File: config.mk
export PLATFORM = sky130hd
export DESIGN_NAME = esc_watchdog
export DESIGN_NICKNAME = d
export VERILOG_FILES = /design/src/rtl/esc_wdog_pkg.sv /design/src/rtl/esc_wdog_regs.sv /design/src/rtl/esc_wdog_dp.sv /design/src/rtl/esc_wdog_ctrl.sv /design/src/rtl/esc_watchdog.sv
export SDC_FILE = /design/constraint.sdc
export NUM_CORES = 1
export LEC_CHECK = 0
export BUFFER_PORTS_ARGS = -buffer_cell sky130_fd_sc_hd__buf_2
export CORE_MARGIN = 2
export CORE_UTILIZATION = 50
export CTS_BUF_LIST = sky130_fd_sc_hd__clkbuf_4 sky130_fd_sc_hd__clkbuf_8 sky130_fd_sc_hd__clkbuf_16
export CTS_CLUSTER_DIAMETER = 120
export DETAILED_ROUTE_END_ITERATION = 8
export PLACE_DENSITY = 0.75
export SLEW_MARGIN = 20
export SYNTH_ARGS = -nofsm -noshare
export SYNTH_HDL_FRONTEND = slang
export SYNTH_SLANG_ARGS = --single-unit
File: constraint.sdc
create_clock -name clk -period 2.5 [get_ports clk]
set_clock_uncertainty 0.1 [all_clocks]
set_input_delay 0.125 -clock clk [delete_from_list [all_inputs] [get_ports clk]]
set_output_delay 0.125 -clock clk [all_outputs]
set_load 0.01 [all_outputs]
File: src/rtl/esc_wdog_pkg.sv
package esc_wdog_pkg;

  typedef enum logic [1:0] {
    ACT_IRQ   = 2'b00,
    ACT_WAKE  = 2'b01,
    ACT_RESET = 2'b10,
    ACT_NONE  = 2'b11
  } wdogAct_e;

  typedef enum logic [1:0] {
    STG_WATCH = 2'b00,
    STG_PRIM  = 2'b01,
    STG_DONE  = 2'b10
  } wdogStage_e;

  typedef struct packed {
    logic       enable;
    logic       pause;
    logic       sleepEna;
    logic       kickSrc;
    logic [2:0] tsel;
    wdogAct_e   primAct;
    wdogAct_e   secAct;
  } wdogCfg_t;

  typedef struct packed {
    logic clear;
    logic advance;
  } dpStrobe_t;

  localparam int BIT_EN    = 0;
  localparam int BIT_PAUSE = 1;
  localparam int BIT_SLEEP = 2;
  localparam int BIT_SRC   = 3;
  localparam int BIT_KICK  = 4;
  localparam int TSEL_LO   = 5;
  localparam int PRIM_LO   = 8;
  localparam int SEC_LO    = 10;
  localparam int CFG_BITS  = 12;

  localparam wdogCfg_t CFG_DEFAULT = '{
    enable:   1'b1,
    pause:    1'b0,
    sleepEna: 1'b1,
    kickSrc:  1'b1,
    tsel:     3'd0,
    primAct:  ACT_IRQ,
    secAct:   ACT_RESET
  };

endpackage

File: src/rtl/esc_wdog_regs.sv
module esc_wdog_regs
  import esc_wdog_pkg::*;
#(
  parameter int DATA_W = 16,
  parameter logic [DATA_W-1:0] UNLOCK_KEY = DATA_W'('hA5C3)
) (
  input  logic              clk,
  input  logic              rst_n,
  input  logic              wrEn,
  input  logic              wrAddr,
  input  logic [DATA_W-1:0] wrData,
  output wdogCfg_t          cfg,
  output logic              swKickWr,
  output logic              unlocked,
  output logic [DATA_W-1:0] ctrlRd
);

  localparam int PAD_W = DATA_W - CFG_BITS;

  wdogCfg_t cfgQ;
  wdogCfg_t cfgNext;
  logic     unlockQ;
  logic     ctrlWr;
  logic     keyWr;

  assign ctrlWr = wrEn && !wrAddr && unlockQ;
  assign keyWr  = wrEn && wrAddr;

  always_comb begin
    cfgNext.enable   = wrData[BIT_EN];
    cfgNext.pause    = wrData[BIT_PAUSE];
    cfgNext.sleepEna = wrData[BIT_SLEEP];
    cfgNext.kickSrc  = wrData[BIT_SRC];
    cfgNext.tsel     = wrData[TSEL_LO +: 3];
    cfgNext.primAct  = wdogAct_e'(wrData[PRIM_LO +: 2]);
    cfgNext.secAct   = wdogAct_e'(wrData[SEC_LO +: 2]);
  end

  always_ff @(posedge clk or negedge rst_n) begin
    if (!rst_n) begin
      cfgQ    <= CFG_DEFAULT;
      unlockQ <= 1'b0;
    end else begin
      if (keyWr) unlockQ <= (wrData == UNLOCK_KEY);
      if (ctrlWr) cfgQ <= cfgNext;
    end
  end

  assign cfg      = cfgQ;
  assign unlocked = unlockQ;
  assign swKickWr = ctrlWr && wrData[BIT_KICK];
  assign ctrlRd   = {{PAD_W{1'b0}}, cfgQ.secAct, cfgQ.primAct, cfgQ.tsel, 1'b0,
                     cfgQ.kickSrc, cfgQ.sleepEna, cfgQ.pause, cfgQ.enable};

  assert_locked_write_ignored_R2: assert property (@(posedge clk) disable iff (!rst_n)
    (wrEn && !wrAddr && !unlocked) |=> $stable(cfgQ));

endmodule

File: src/rtl/esc_wdog_dp.sv
module esc_wdog_dp
  import esc_wdog_pkg::*;
#(
  parameter int BASE_LOG = 4,
  parameter int TSEL_W   = 3
) (
  input  logic              clk,
  input  logic              rst_n,
  input  dpStrobe_t         strobe,
  input  logic [TSEL_W-1:0] tsel,
  output logic              atLimit
);

  localparam int CNT_W = BASE_LOG + (1 << TSEL_W) - 1;

  logic [CNT_W-1:0] count;
  logic [CNT_W:0]   span;
  logic [CNT_W:0]   lastVal;

  always_comb begin
    span    = {{CNT_W{1'b0}}, 1'b1} << (BASE_LOG + int'(tsel));
    lastVal = span - {{CNT_W{1'b0}}, 1'b1};
    atLimit = (count == lastVal[CNT_W-1:0]);
  end

  always_ff @(posedge clk or negedge rst_n) begin
    if (!rst_n) begin
      count <= '0;
    end else if (strobe.clear) begin
      count <= '0;
    end else if (strobe.advance) begin
      count <= atLimit ? '0 : count + 1'b1;
    end
  end

  assert_kick_clears_R9: assert property (@(posedge clk) disable iff (!rst_n)
    strobe.clear |=> (count == '0));

  assert_hold_when_idle_R7: assert property (@(posedge clk) disable iff (!rst_n)
    (!strobe.clear && !strobe.advance) |=> $stable(count));

  assert_count_step_R3: assert property (@(posedge clk) disable iff (!rst_n)
    (strobe.advance && !strobe.clear && !atLimit) |=> (count == $past(count) + 1'b1));

endmodule

File: src/rtl/esc_wdog_ctrl.sv
module esc_wdog_ctrl
  import esc_wdog_pkg::*;
#(
  parameter int MAX_TRIES = 7,
  parameter int RETRY_W   = $clog2(MAX_TRIES + 1)
) (
  input  logic               clk,
  input  logic               rst_n,
  input  wdogCfg_t           cfg,
  input  logic               swKickWr,
  input  logic               sleepMode,
  input  logic               hwKickPin,
  input  logic               atLimit,
  output dpStrobe_t          strobe,
  output logic               rstReq,
  output logic               wakeReq,
  output logic               irqReq,
  output logic               primFired,
  output logic               secFired,
  output logic [RETRY_W-1:0] retryCount,
  output logic               retryExhausted
);

  localparam logic [RETRY_W-1:0] TRY_LIMIT = RETRY_W'(MAX_TRIES);

  logic [2:0]         pinSync;
  logic               pinEdge;
  logic               kick;
  logic               run;
  logic               expire;
  logic               doReset;
  wdogAct_e           curAct;
  wdogStage_e         stage;
  logic [RETRY_W-1:0] retryQ;

  assign pinEdge = pinSync[2] ^ pinSync[1];
  assign kick    = (cfg.kickSrc && swKickWr) || (!cfg.kickSrc && pinEdge);
  assign run     = cfg.enable && !cfg.pause && (!sleepMode || cfg.sleepEna)
                   && (stage != STG_DONE);
  assign expire  = run && atLimit && !kick;
  assign curAct  = (stage == STG_WATCH) ? cfg.primAct : cfg.secAct;
  assign retryExhausted = (retryQ == TRY_LIMIT);
  assign doReset = expire && (curAct == ACT_RESET) && !retryExhausted;

  assign strobe.clear   = kick;
  assign strobe.advance = run;
  assign retryCount     = retryQ;

  always_ff @(posedge clk or negedge rst_n) begin
    if (!rst_n) begin
      pinSync   <= '0;
      stage     <= STG_WATCH;
      retryQ    <= '0;
      rstReq    <= 1'b0;
      wakeReq   <= 1'b0;
      irqReq    <= 1'b0;
      primFired <= 1'b0;
      secFired  <= 1'b0;
    end else begin
      pinSync <= {pinSync[1:0], hwKickPin};
      rstReq  <= doReset;
      wakeReq <= expire && (curAct == ACT_WAKE);
      irqReq  <= expire && (curAct == ACT_IRQ);
      if (expire && stage == STG_WATCH) primFired <= 1'b1;
      if (expire && stage == STG_PRIM)  secFired  <= 1'b1;
      if (kick) begin
        stage  <= STG_WATCH;
        retryQ <= '0;
      end else if (expire) begin
        if (doReset) begin
          stage  <= STG_WATCH;
          retryQ <= retryQ + 1'b1;
        end else begin
          stage <= (stage == STG_WATCH) ? STG_PRIM : STG_DONE;
        end
      end
    end
  end

  assert_one_action_R13: assert property (@(posedge clk) disable iff (!rst_n)
    $onehot0({rstReq, wakeReq, irqReq}));

  assert_irq_single_R13: assert property (@(posedge clk) disable iff (!rst_n)
    (irqReq || wakeReq || rstReq) |=> !(irqReq || wakeReq || rstReq));

  assert_retry_bound_R11: assert property (@(posedge clk) disable iff (!rst_n)
    retryCount <= TRY_LIMIT);

  assert_retry_step_R11: assert property (@(posedge clk) disable iff (!rst_n)
    $rose(rstReq) |-> (retryCount == $past(retryCount) + 1'b1));

endmodule

File: src/rtl/esc_watchdog.sv
module esc_watchdog
  import esc_wdog_pkg::*;
#(
  parameter int DATA_W    = 16,
  parameter int BASE_LOG  = 4,
  parameter int MAX_TRIES = 7
) (
  input  logic              clk,
  input  logic              rst_n,
  input  logic              wrEn,
  input  logic              wrAddr,
  input  logic [DATA_W-1:0] wrData,
  output logic [DATA_W-1:0] ctrlRd,
  output logic              unlocked,
  input  logic              sleepMode,
  input  logic              hwKickPin,
  output logic              rstReq,
  output logic              wakeReq,
  output logic              irqReq,
  output logic              primFired,
  output logic              secFired,
  output logic [2:0]        retryCount,
  output logic              retryExhausted
);

  wdogCfg_t  cfg;
  dpStrobe_t strobe;
  logic      swKickWr;
  logic      atLimit;

  esc_wdog_regs #(.DATA_W(DATA_W)) u_regs (
    .clk(clk), .rst_n(rst_n), .wrEn(wrEn), .wrAddr(wrAddr), .wrData(wrData),
    .cfg(cfg), .swKickWr(swKickWr), .unlocked(unlocked), .ctrlRd(ctrlRd)
  );

  esc_wdog_ctrl #(.MAX_TRIES(MAX_TRIES), .RETRY_W(3)) u_ctrl (
    .clk(clk), .rst_n(rst_n), .cfg(cfg), .swKickWr(swKickWr),
    .sleepMode(sleepMode), .hwKickPin(hwKickPin), .atLimit(atLimit),
    .strobe(strobe), .rstReq(rstReq), .wakeReq(wakeReq), .irqReq(irqReq),
    .primFired(primFired), .secFired(secFired), .retryCount(retryCount),
    .retryExhausted(retryExhausted)
  );

  esc_wdog_dp #(.BASE_LOG(BASE_LOG), .TSEL_W(3)) u_dp (
    .clk(clk), .rst_n(rst_n), .strobe(strobe), .tsel(cfg.tsel), .atLimit(atLimit)
  );

endmodule

==> run_results.csv <==
group,metric,value,unit
status,status,"completed",
cts,cts.sinks,36,
cts,cts_buffer_depth,2,
power_and_ir_drop,ir_drop,308,uV
power_and_ir_drop,power.clock.fraction,0.376,
cts,htree_levels,2,
synthesis,synth.distinct_cells,51,
setup_path,crit_arrival,2.10,ns
timing,slew_headroom,0.469,
worst_hold_path,min_path_type,"in2reg",
synthesis,seq_area_frac_synth,0.459,
global_route,grt_pass1_vias,1595,
synthesis,synth_edf_count,0,
global_route,gr-total-overflow,0,
setup_path,worstPathRequired,2.58,ns
setup_path,r2r_slack,0.48,ns
power_and_ir_drop,p_int,820,uW
routing,drc_errors,0,
global_route,antenna_found_initial,0,
synthesis,syn_area_per_cell,10.6,um2
floorplanning,core,3720,um2
timing,setup_tns,0,ns
cts,path_clk_slew,0.08,ns
timing,drv_slew,0,
final_layout,fin_nets,266,
floorplanning,die_h,66.8,um
cts,numCtsBuffers,5,
power_and_ir_drop,p_leak,1.17,nW
setup_path,rr_worst_depth,5,
routing,via_count,1624,
power_and_ir_drop,power_frac_comb,0.074,
timing,whs,0.0799,ns
synthesis,ys.flop_type,"dfrtp_1",
synthesis,yosys-top-cells-area,"dfrtp_1 41%, mux2_2 7.4%, dfstp_2 5.3%",
routing,route.detailed.wl_per_inst,15.2,um
timing,setup_viol,0,
timing,fmaxAchievable,494,MHz
final_layout,num_antenna_cells,0,
final_layout,syn_to_final_growth,21.3,%
synthesis,synthArstFlopShare,1.00,
final_layout,final_core_util,0.644,
setup_path,critPathSlowestCell,"dfrtp_1",
synthesis,synth_area,1970,um2
setup_path,cp_slowest_stage_delay,0.48,ns
cts,hold_buffers,13,
setup_path,cp-start-kind,"flop",
timing,period_needed,2.02,ns
power_and_ir_drop,p_sw,246,uW
cts,cts_resized,0,
place,placed_area,2180,um2
final_layout,fin_area,2390,um2
cts,root_buffer,"clkbuf_8",
global_route,grt_max_degree,37,
power_and_ir_drop,finalPower,1.07,mW
power_and_ir_drop,switching_share,0.231,
routing,vias_per_cell,5.62,
floorplanning,ios,48,
synthesis,syn-instance-count,186,
setup_path,endpoint_kind,"flop",
job,maxCapViolations,0,
cts,post_cts_buffers,0,
routing,first_pass_iters,4,
setup_path,crit-reg2reg-launch,"u_regs.cfg[6]",
power_and_ir_drop,power_frac_seq,0.550,
routing,drtIter0Drc,94,
floorplanning,rows,22,
routing,ant_nets,0,
synthesis,yosys_warnings,0,
synthesis,synth-seq-cells,36,
timing,finalCritPeriodShare,0.809,
cts,clkLatencyLatePin,0.29,ns
place,hpwl,2980,um
setup_path,endpoint,"u_ctrl.stage[1]",
power_and_ir_drop,p_per_area,445,nW/um2
timing,tightest_slew,0.797,ns
synthesis,yosys.area.top_type,"dfrtp_1",
timing,rsz0062_at_grt,"no",
setup_path,crit_chain,"nor4b_1 > a211oi_1 > o21ai_1 > nand4_1 > o2111a_1",
setup_path,startpoint,"u_regs.cfg[6]",
cts,cts_tree,"built",
floorplanning,dieArea,4470,um2
floorplanning,die_w,66.8,um
floorplanning,initial_core_util,0.531,
setup_path,crit_type,"reg2reg",
synthesis,synth_commonest_cells,"32 x dfrtp_1, 18 x nand2_1, 13 x mux2_2",
setup_path,r2r-end,"u_ctrl.stage[1]",
synthesis,synth_most_common_cell,"dfrtp_1",
global_route,grt_pass1_wl,7240,um
place,port_buffers,42,
setup_path,crit_fanout,11,
synthesis,yosysTopAreaCellShare,0.406,
final_layout,drive_gt1_frac,0.332,
timing,hold_viol_final,0,
routing,postRouteWirelength,4400,um
global_route,track_usage,0.220,
place,gp_congestion,0.721,
## cell usage in the layout, fill, tap and decap left out, types with 2 or more instances in the layout
cell type	count
buf_2	42
dfrtp_1	32
nand2_1	18
mux2_2	13
dlygate4sd3_1	13
nor2_1	8
nand3_1	8
nand2b_1	5
o21ai_1	5
or3_1	5
mux2i_1	5
conb_1	5
clkbuf_8	5
and3_1	4
o21ai_0	4
a21oi_1	4
nand4_1	4
nor3_1	4
dfstp_2	4
nor3_2	3
nor4bb_1	3
xor2_1	3
ha_1	3
inv_1	2
nor4b_1	2
a31oi_1	2
xnor2_1	2
nand4b_1	2
nor2b_1	2
and2_1	2
nor4_1	2
o2111a_1	2
a211oi_2	2
nand3b_1	2
## worst min path at each step
stage / slack [ns] / from / endpoint / depth (start not counted)
after floorplan: -0.27 / rst_n / u_ctrl.irqReq / 0
after global placement: 0.13 / hwKickPin / u_ctrl.pinSync[0] / 1
after detailed placement: 0.13 / hwKickPin / u_ctrl.pinSync[0] / 1
after CTS: 0.06 / wrAddr / u_regs.unlocked / 3
after global routing: 0.10 / wrAddr / u_regs.unlocked / 3
final: 0.08 / wrAddr / u_regs.unlocked / 3
## worst max-delay path, delay by kind of cell (launching register included)
kind             cells  cell delay, ns
AO/OA/AOI/OAI        3            0.68
AND/OR/NAND/NOR      2            0.63
flip-flops           1            0.48
## area by class of cell
| class | instances | area [um2] |
|---|---|---|
| Clock buffer | 6 | 76.3 |
| Inverter | 2 | 7.51 |
| Multi-Input combinational cell | 140 | 992 |
| Tap cell | 48 | 60.1 |
| Timing Repair Buffer | 56 | 348 |
| Sequential cell | 36 | 906 |
| Clock inverter | 1 | 5.00 |
| Fill cell | 310 | 1320 |
## routing by layer
layer | GRT usage | share of wire | routed length (um)
met1 | 0.275 | 0.44 | 1930
met2 | 0.370 | 0.50 | 2210
met3 | 0.0676 | 0.045 | 198
met4 | 0.0536 | 0.013 | 58
met5 | 0 | 0 | 0
## logic make-up after synthesis
kind of cell               after synthesis  synth area share
buffers and inverters                   14            0.0463
DFF                                     36             0.459
and+or+nand+nor                         82             0.255
other                                    1           0.00190
muxes                                   18            0.0995
xor gates and xnor gates                 5            0.0222
AOI/OAI and AO/OA                       27            0.0976
adders and majority gates                3            0.0190
## power by group through the flow
stage                     combinational [mW]  sequential, mW  clock, mW
final                                 0.0790           0.586      0.401
after global routing                  0.0877           0.586      0.443
after CTS                             0.0785           0.586      0.407
after detailed placement              0.0632           0.597          0
after global placement                0.0617           0.597          0
after floorplan                       0.0312           0.597          0
## sequential cells by signal, indices dropped and copies added, names as in the netlist
signal             count
u_ctrl.stage           2
u_ctrl.irqReq          1
u_ctrl.pinSync         3
u_ctrl.rstReq          1
u_dp.count            11
u_ctrl.secFired        1
u_regs.cfg            11
u_ctrl.primFired       1
u_regs.unlocked        1
u_ctrl.wakeReq         1
u_ctrl.retryCount      3
## stage by stage
stage	instances	setup slack, ns
6_report	289	0.478
4_1_cts	289	0.474
3_5_place_dp	269	0.505
2_1_floorplan	190	0.546
3_3_place_gp	269	0.533
5_1_grt	289	0.271
No activity file was read; power rests on OpenSTA's default activity.
